<file path="src/rtl/chflag_pkg.sv">
package chflag_pkg;

  // Where a set flag is routed
  typedef enum logic [1:0] {
    ROUTE_NONE = 2'd0,
    ROUTE_IRQ  = 2'd1,
    ROUTE_DMA  = 2'd2
  } route_e;

  // Clear and route policy derived from the configuration bits
  typedef struct packed {
    logic   hw_clr_ok;
    logic   sw_clr_ok;
    route_e route;
  } policy_t;

endpackage

</file>
<file path="src/rtl/chflag_mode_dec.sv">
module chflag_mode_dec
  import chflag_pkg::*;
(
  input  logic    dma_en,
  input  logic    irq_en,
  output policy_t pol
);

  always_comb begin
    pol.hw_clr_ok = dma_en;
    pol.sw_clr_ok = !(dma_en && irq_en);
    if (!irq_en)     pol.route = ROUTE_NONE;
    else if (dma_en) pol.route = ROUTE_DMA;
    else             pol.route = ROUTE_IRQ;
  end

endmodule

</file>
<file path="src/rtl/chflag_core.sv">
module chflag_core (
  input  logic clk,
  input  logic rst,
  input  logic set_evt,
  input  logic hw_clr,
  input  logic sw_clr,
  output logic flag_q,
  output logic flag_nxt
);

  always_comb begin
    if (set_evt)               flag_nxt = 1'b1;
    else if (hw_clr || sw_clr) flag_nxt = 1'b0;
    else                       flag_nxt = flag_q;
  end

  always_ff @(posedge clk) begin
    if (rst) flag_q <= 1'b0;
    else     flag_q <= flag_nxt;
  end

endmodule

</file>
<file path="src/rtl/chflag_arm.sv">
module chflag_arm (
  input  logic clk,
  input  logic rst,
  input  logic flag_q,
  input  logic flag_nxt,
  input  logic rd_stb,
  input  logic wr_stb,
  output logic arm_q
);

  logic arm_nxt;

  // Arm on a read seen while set; a write consumes it; a cleared flag drops it
  always_comb begin
    arm_nxt = arm_q;
    if (wr_stb)           arm_nxt = 1'b0;
    if (rd_stb && flag_q) arm_nxt = 1'b1;
    if (!flag_nxt)        arm_nxt = 1'b0;
  end

  always_ff @(posedge clk) begin
    if (rst) arm_q <= 1'b0;
    else     arm_q <= arm_nxt;
  end

endmodule

</file>
<file path="src/rtl/chflag_ctrl.sv">
module chflag_ctrl
  import chflag_pkg::*;
(
  input  logic clk,
  input  logic rst,
  input  logic evt_i,
  input  logic dma_en_i,
  input  logic irq_en_i,
  input  logic dma_done_i,
  input  logic rd_stb_i,
  input  logic wr_stb_i,
  input  logic wr_flag_i,
  output logic flag_o,
  output logic irq_o,
  output logic dma_req_o
);

  policy_t pol;
  logic    flag_q, flag_nxt, arm_q;
  logic    hw_clr, sw_clr;

  chflag_mode_dec u_dec (
    .dma_en (dma_en_i),
    .irq_en (irq_en_i),
    .pol    (pol)
  );

  assign hw_clr = dma_done_i && pol.hw_clr_ok;
  assign sw_clr = wr_stb_i && !wr_flag_i && arm_q && pol.sw_clr_ok;

  chflag_core u_core (
    .clk      (clk),
    .rst      (rst),
    .set_evt  (evt_i),
    .hw_clr   (hw_clr),
    .sw_clr   (sw_clr),
    .flag_q   (flag_q),
    .flag_nxt (flag_nxt)
  );

  chflag_arm u_arm (
    .clk      (clk),
    .rst      (rst),
    .flag_q   (flag_q),
    .flag_nxt (flag_nxt),
    .rd_stb   (rd_stb_i),
    .wr_stb   (wr_stb_i),
    .arm_q    (arm_q)
  );

  always_ff @(posedge clk) begin
    if (rst) begin
      flag_o    <= 1'b0;
      irq_o     <= 1'b0;
      dma_req_o <= 1'b0;
    end else begin
      flag_o    <= flag_nxt;
      irq_o     <= flag_nxt && (pol.route == ROUTE_IRQ);
      dma_req_o <= flag_nxt && (pol.route == ROUTE_DMA);
    end
  end

endmodule

</file>
<file path="config.mk">
export PLATFORM = sky130hd
export DESIGN_NAME = chflag_ctrl
export DESIGN_NICKNAME = d
export VERILOG_FILES = /design/src/rtl/chflag_pkg.sv /design/src/rtl/chflag_mode_dec.sv /design/src/rtl/chflag_core.sv /design/src/rtl/chflag_arm.sv /design/src/rtl/chflag_ctrl.sv
export SDC_FILE = /design/constraint.sdc
export NUM_CORES = 1
export LEC_CHECK = 0
export BUFFER_PORTS_ARGS = -buffer_cell sky130_fd_sc_hd__buf_2
export CORE_AREA = 2 2 39 41
export DETAILED_ROUTE_END_ITERATION = 8
export DIE_AREA = 0 0 41 43
export SYNTH_ARGS = -nofsm -noshare
export SYNTH_HDL_FRONTEND = slang
export SYNTH_SLANG_ARGS = --single-unit
</file>
<file path="constraint.sdc">
create_clock -name clk -period 2.05 [get_ports clk]
set_clock_uncertainty 0.2 [all_clocks]
set_input_delay 0.205 -clock clk [delete_from_list [all_inputs] [get_ports clk]]
set_output_delay 0.205 -clock clk [all_outputs]
set_load 0.02 [all_outputs]
</file>
==> results of run 1 <==
logic make-up after synthesis:
family	synth area share [%]
buf+inv	2.31
simple gates	26.9
compound gates	21.5
flops	49.2
metal layers:
layer | routed length (um) | up-vias
li1 | - | 84
met4 | 0 | 0
met3 | 59 | 0
met1 | 115 | 73
met2 | 186 | 8
met5 | 0 | -
path summary, 6_finish.rpt:
| kind | start | end | slack, ns | cells past startpoint |
|---|---|---|---|---|
| worst max register to register | u_arm.arm_q | u_core.flag_q | 0.99 | 3 |
| worst max-delay path | u_core.flag_q | flag_o | 0.91 | 1 |
| worst min register to register | u_arm.arm_q | u_arm.arm_q | 0.41 | 2 |
| worst min-delay path | irq_en_i | dma_req_o | 0.03 | 3 |
layout by cell type (no fill, tap or decap):
cell	Yosys	layout
clkbuf_4	0	3
dfxtp_1	4	4
a21boi_2	1	1
a22oi_1	1	1
nand2_1	1	1
nor3_2	1	1
nand3b_1	1	1
nor2_1	3	3
inv_1	1	1
nand4bb_1	1	1
a21oi_1	1	1
o21bai_2	1	1
buf_2	0	11
synthesized netlist by cell type, drive strengths merged:
master / count
nor3: 1
nand4bb: 1
nand3b: 1
o21bai: 1
a22oi: 1
a21boi: 1
inv: 1
a21oi: 1
dfxtp: 4
nor2: 3
nand2: 1
metrics by stage:
stage	cells	total power (W)
global placement	43	0.000110
detailed placement	43	0.000110
floorplan	16	0.0000969
finish	46	0.000203
global route	46	0.000219
CTS	46	0.000210
power by group:
part           switching (W)  internal [W]
registers         0.00000154     0.0000817
logic              0.0000124     0.0000129
clock network      0.0000294     0.0000653
final cells by class:
cell class | instances | share of cell area, %
flip-flops and latches | 4 | 30.8
repair buffers | 11 | 21.2
inverters | 1 | 1.44
clock buffers | 3 | 8.65
well taps | 16 | 7.69
multi-input cells | 11 | 30.3
flip-flops by register name (all words and copies together), names as in the netlist:
register,cells
dma_req_o,1
u_core.flag_q,1
u_arm.arm_q,1
irq_o,1
==> results.py, run 1 <==
metrics = {
    "timing": {
        "rsz0062_at_grt": "no",
        "setup_violations": 0,
        "fin_tns_setup_ns": 0,
        "worst_pin_slew_ns": 0.208,
        "period_minus_slack_ns": 1.14,
        "drv_slew": 0,
        "hold_viol": 0,
        "slew-limit-headroom_pct": 86.1,
        "min_period_over_period_pct": 55.7,
        "timing.fmax_mhz": 876,
        "hold_ws_ns": 0.0280,
        "fin_ws_ns": 0.909,
    },
    "clock_tree": {
        "cts_tree": "yes",
        "cts_num_sinks": 4,
        "cts_resized": 0,
        "clockRootBuffer": "clkbuf_4",
        "htreeDepth": 1,
        "post_cts_buffers": 0,
        "path_clk_slew_ns": 0.04,
        "cts_buffer_depth": 2,
        "cts-hold-fix-buffers": 0,
        "clkLatencyLatePin_ns": 0.23,
        "tritoncts.num_buffers": 3,
    },
    "critical_path": {
        "slowest_stage": "dfxtp_1",
        "path_delay_family": "flip-flops",
        "worstSetupStartpointType": "flip-flop",
        "path_class": "reg2out",
        "slowest_delay_ns": 0.34,
        "crit_buf_inv": 1,
        "path_cells": "buf_2",
        "crit_fanout": 3,
        "crit_arrival_ns": 0.74,
        "cp-end-kind": "output port",
        "required_ns": 1.64,
    },
    "flow_run": {
        "max-cap-violations": 0,
    },
    "layout": {
        "drive_above_1_share_pct": 56.7,
        "diodes": 0,
        "fin_util_pct": 18.8,
        "area_delta_synth_final_pct": 60.0,
        "fillers": 161,
        "fin_area_um2": 260,
        "register_area_um2": 80.1,
        "fin_nets": 41,
        "multi_input_area_um2": 78.8,
    },
    "power_and_ir_drop": {
        "power.density_nw_per_um2": 781,
        "ir_worst_vdd_v": 0.000135,
        "leakage_nw": 0.121,
    },
    "place": {
        "io_buffers": 11,
        "dpl_cell_area_um2": 238,
        "detailedPlace.worstSlack_ns": 0.939,
        "gp_congestion": 0.615,
        "hpwl_um": 307,
    },
    "routing": {
        "ant_nets": 0,
        "drc": 0,
        "first_pass_iters": 2,
        "viasPerCell": 3.59,
        "drt_iter0_drc": 1,
        "totalWireLength_um": 361,
        "post_drt_wl_per_cell_um": 7.85,
        "via_count": 165,
    },
    "yosys": {
        "syn_inst": 16,
        "synth_top_area_share_pct": 49.2,
        "synth_largest_area_cell": "dfxtp_1",
        "seq_area_frac_synth_pct": 49.2,
        "syn-num-nets": 25,
        "mappedNetlistArea_um2": 163,
        "avgSynthCellArea_um2": 10.2,
        "yosysUniqueCellTypes": 11,
        "synth_seq_cells": 4,
        "yosysWarnings": 0,
        "synth_area_leaders": "dfxtp_1 (49%), a21boi_2 (6.9%), nand4bb_1 (6.9%), nor2_1 (6.9%), o21bai_2 (6.9%)",
    },
    "floorplan": {
        "row_count": 14,
        "core_um2": 1380,
        "pin_count": 12,
        "die_x_um": 41,
        "die_h_um": 43,
        "initial_core_util_pct": 11.8,
        "die-area_um2": 1760,
    },
    "grt": {
        "overflow": 0,
        "met3_usage_pct": 7.85,
        "grtUsageMet1_pct": 2.88,
        "top_usage_layer": "met3",
        "antenna_found_initial": 0,
        "grt_pass1_wl_um": 545,
        "grt_use_total_pct": 5.82,
        "grt_max_degree": 5,
        "grt_pass1_vias": 162,
        "met2_usage_pct": 7.81,
    },
    "hold_path": {
        "min_path_type": "in2reg",
    },
    "run_status": {
        "status": "complete, no violations",
    },
}
No activity file was read; power rests on OpenSTA's default activity.
==> run 2: changes to the inputs <==
--- a/config.mk
+++ b/config.mk
@@ -5,6 +5,7 @@
 export SDC_FILE = /design/constraint.sdc
 export NUM_CORES = 1
 export LEC_CHECK = 0
+export ABC_AREA = 1
 export BUFFER_PORTS_ARGS = -buffer_cell sky130_fd_sc_hd__buf_2
 export CORE_AREA = 2 2 39 41
 export DETAILED_ROUTE_END_ITERATION = 8
==> constraint.sdc (replaced) <==
create_clock -name clk -period 0.98 [get_ports clk]
set_clock_uncertainty 0.2 [all_clocks]
set_input_delay 0.098 -clock clk [delete_from_list [all_inputs] [get_ports clk]]
set_output_delay 0.098 -clock clk [all_outputs]
set_load 0.02 [all_outputs]
==> run 2 against run 1 <==
Compared with the run above: the run now ends with hold timing, setup timing left; largest cell class is now buffers; critical path type unchanged; non-clock buffer count grew 3; synthesized cell count increased by 38%; critical endpoint unchanged; critical path depth increased by 1; cell area up 27%; routed wire length grew 14%; first-iteration DRC count rose to 4.0 times the previous value; count of clock-buffer cells in the layout up 1; sequential power grew 110%.
==> results.py, run 2 <==
metrics = {
    "run_status": {
        "status": "finished with violations",
        "violations": "hold timing, setup timing",
    },
    "critical_path": {
        "path_class": "reg2out",
        "worstSetupStartpointType": "flip-flop",
        "r2r_setup_slack_ns": -0.08,
        "required_ns": 0.68,
        "path_delay_family": "flip-flops",
        "crit_arrival_ns": 0.81,
        "cp-end-kind": "output port",
        "r2r_end": "irq_o",
        "crit_fanout": 2,
        "cpMostUsedCell": "buf_6",
        "r2r-start": "u_arm.arm_q",
        "crit_buf_inv": 2,
        "r2r_cells": 7,
        "path_cells": "buf_6 > buf_6",
        "crit_cells": 2,
        "slowest_stage": "dfxtp_4",
        "slowest_delay_ns": 0.34,
    },
    "timing": {
        "min_period_over_period_pct": 113,
        "hold_viol": 4,
        "hold_ws_ns": -0.0797,
        "worst_pin_slew_ns": 0.147,
        "drv_slew": 0,
        "rsz0062_at_grt": "yes",
        "timing.fmax_mhz": 905,
        "period_minus_slack_ns": 1.10,
        "setup_violations": 5,
        "fin_ws_ns": -0.125,
        "slew-limit-headroom_pct": 90.2,
    },
    "power_and_ir_drop": {
        "ir_worst_vdd_v": 0.000226,
        "leakage_nw": 0.159,
        "power.density_nw_per_um2": 1480,
    },
    "clock_tree": {
        "cts_buffer_depth": 2,
        "clockRootBuffer": "clkbuf_4",
        "path_clk_slew_ns": 0.05,
        "post_cts_buffers": 0,
        "tritoncts.num_buffers": 3,
        "htreeDepth": 1,
        "cts_tree": "yes",
        "cts_num_sinks": 4,
        "clkLatencyLatePin_ns": 0.24,
        "cts-hold-fix-buffers": 2,
    },
    "yosys": {
        "syn-num-nets": 31,
        "mappedNetlistArea_um2": 164,
        "synth_area_leaders": "dfxtp_1 (49%), nand2_1 (11%), inv_1 (9.2%), nand2_2 (7.6%), nor2_1 (6.9%)",
        "yosys.area_share.simple_pct": 29.8,
        "avgSynthCellArea_um2": 7.45,
        "ys_async_sr_fraction_pct": 0,
        "synthMuxAreaShare_pct": 0,
        "synth_edf_count": 0,
        "synth_compound_area_share_pct": 9.16,
        "yosysUniqueCellTypes": 9,
        "synth_seq_cells": 4,
        "synth_xor_area_share_pct": 0,
        "syn_inst": 22,
        "synth-adder-area-share_pct": 0,
        "synth_largest_area_cell": "dfxtp_1",
        "yosysMostFrequentCell": "nand2_1",
        "synth_top_area_share_pct": 48.9,
        "synth_flop_cell": "dfxtp_1",
        "synth_top_family_by_area": "simple AND/OR/NAND/NOR gates",
        "yosysWarnings": 0,
        "yosys-top-cells-count": "nand2_1 (5), dfxtp_1 (4), inv_1 (4), nor2_1 (3), nand2_2 (2)",
        "seq_area_frac_synth_pct": 48.9,
    },
    "floorplan": {
        "pin_count": 12,
        "die-area_um2": 1760,
        "die_x_um": 41,
        "core_um2": 1380,
        "row_count": 14,
        "die_h_um": 43,
        "initial_core_util_pct": 11.8,
    },
    "routing": {
        "via_count": 173,
        "drc": 0,
        "viasPerCell": 3.09,
        "totalWireLength_um": 410,
        "first_pass_iters": 2,
        "drt_iter0_drc": 4,
        "post_drt_wl_per_cell_um": 7.32,
        "ant_nets": 0,
    },
    "hold_path": {
        "min_path_type": "in2reg",
        "hold_start": "rst",
        "hold_path_end": "u_core.flag_q",
        "hold-path-cell-count": 4,
    },
    "layout": {
        "diodes": 0,
        "fin_area_um2": 332,
        "area_delta_synth_final_pct": 102,
        "mostFrequentLayoutCells": "buf_2 (8), nand2_1 (4), buf_6 (4)",
        "fin_nets": 50,
        "drive_above_1_share_pct": 67.5,
        "mostFrequentLayoutCell": "buf_2",
    },
    "flow_run": {
        "max-cap-violations": 0,
    },
    "place": {
        "io_buffers": 11,
        "gp_congestion": 0.579,
        "hpwl_um": 287,
        "dpl_cell_area_um2": 250,
    },
    "grt": {
        "antenna_found_initial": 0,
        "grt_pass1_vias": 164,
        "overflow": 0,
        "grt_max_degree": 5,
        "grt_pass1_wl_um": 586,
        "grt_use_total_pct": 6.22,
    },
}
## run 2: cell count changes in the layout (fill, tap and decap cells not counted), sizes merged
cell	previous run	this run
o21bai	1	0
nor3	1	0
a21oi	1	0
nand3b	1	0
nand2	1	7
clkinvlp	0	1
nor2	3	4
buf	11	12
clkbuf	3	4
dlygate4sd3	0	2
inv	1	4
nand4bb	1	0
## run 2: through the flow
step	cells	total power, W	TNS [ns]	setup slack, ns	util (%)
5_1_grt	56	0.000531	-0.776	-0.166	24.0
2_1_floorplan	22	0.000202	-0.120	-0.0364	-
4_1_cts	56	0.000502	-0.413	-0.139	23.4
3_5_place_dp	50	0.000233	-0.255	-0.0696	18.1
6_report	56	0.000490	-0.390	-0.125	24.0
3_3_place_gp	50	0.000232	-0.227	-0.0667	18.1
## run 2: cell families (layout without fill, tap and decap cells)
| kind of cell | Yosys count | in the layout |
|---|---|---|
| simple gates | 11 | 11 |
| compound gates | 2 | 2 |
| buf+inv | 5 | 23 |
| flops | 4 | 4 |
## run 2: worst reg2reg max path, delay by kind of cell (launching register included)
kind / cells / cell delay, ns
DFF: 1 / 0.33
and+or+nand+nor: 7 / 0.41
## run 2: worst max-delay path by stage
stage / from / endpoint / slack, ns
6_report: u_core.flag_q / flag_o / -0.12
5_1_grt: u_arm.arm_q / dma_req_o / -0.17
4_1_cts: u_core.flag_q / flag_o / -0.14
3_5_place_dp: u_arm.arm_q / irq_o / -0.07
3_3_place_gp: u_arm.arm_q / irq_o / -0.07
2_1_floorplan: u_core.flag_q / u_arm.arm_q / -0.04
## run 2: report_power, final
group          internal, W  leakage [nW]  switching [W]
Combinational    0.0000427         0.109      0.0000334
Sequential        0.000171        0.0347     0.00000388
Clock             0.000154        0.0150      0.0000851
Total             0.000367         0.159       0.000122
## run 2: what timing repair did
action                     4_1_cts  5_1_grt
pin swaps                        1        0
gates resized for setup          9        5
hold endpoints to repair         4        4
setup endpoints to repair        7        7
## run 2: metal layers
layer / vias up / GRT usage (%) / share of wire (%)
met5: - / 0 / 0
met4: 0 / 12.0 / 0
met3: 0 / 3.14 / 5.9
met2: 7 / 7.50 / 56
met1: 67 / 4.49 / 37
li1: 99 / - / -
## run 2: layout make-up
cell class	instances	area, um^2
multi-input cells	13	72.6
fillers	158	1050
clock buffers	4	26.3
inverters	5	20.0
well taps	16	20.0
flip-flops and latches	4	87.6
repair buffers	14	105
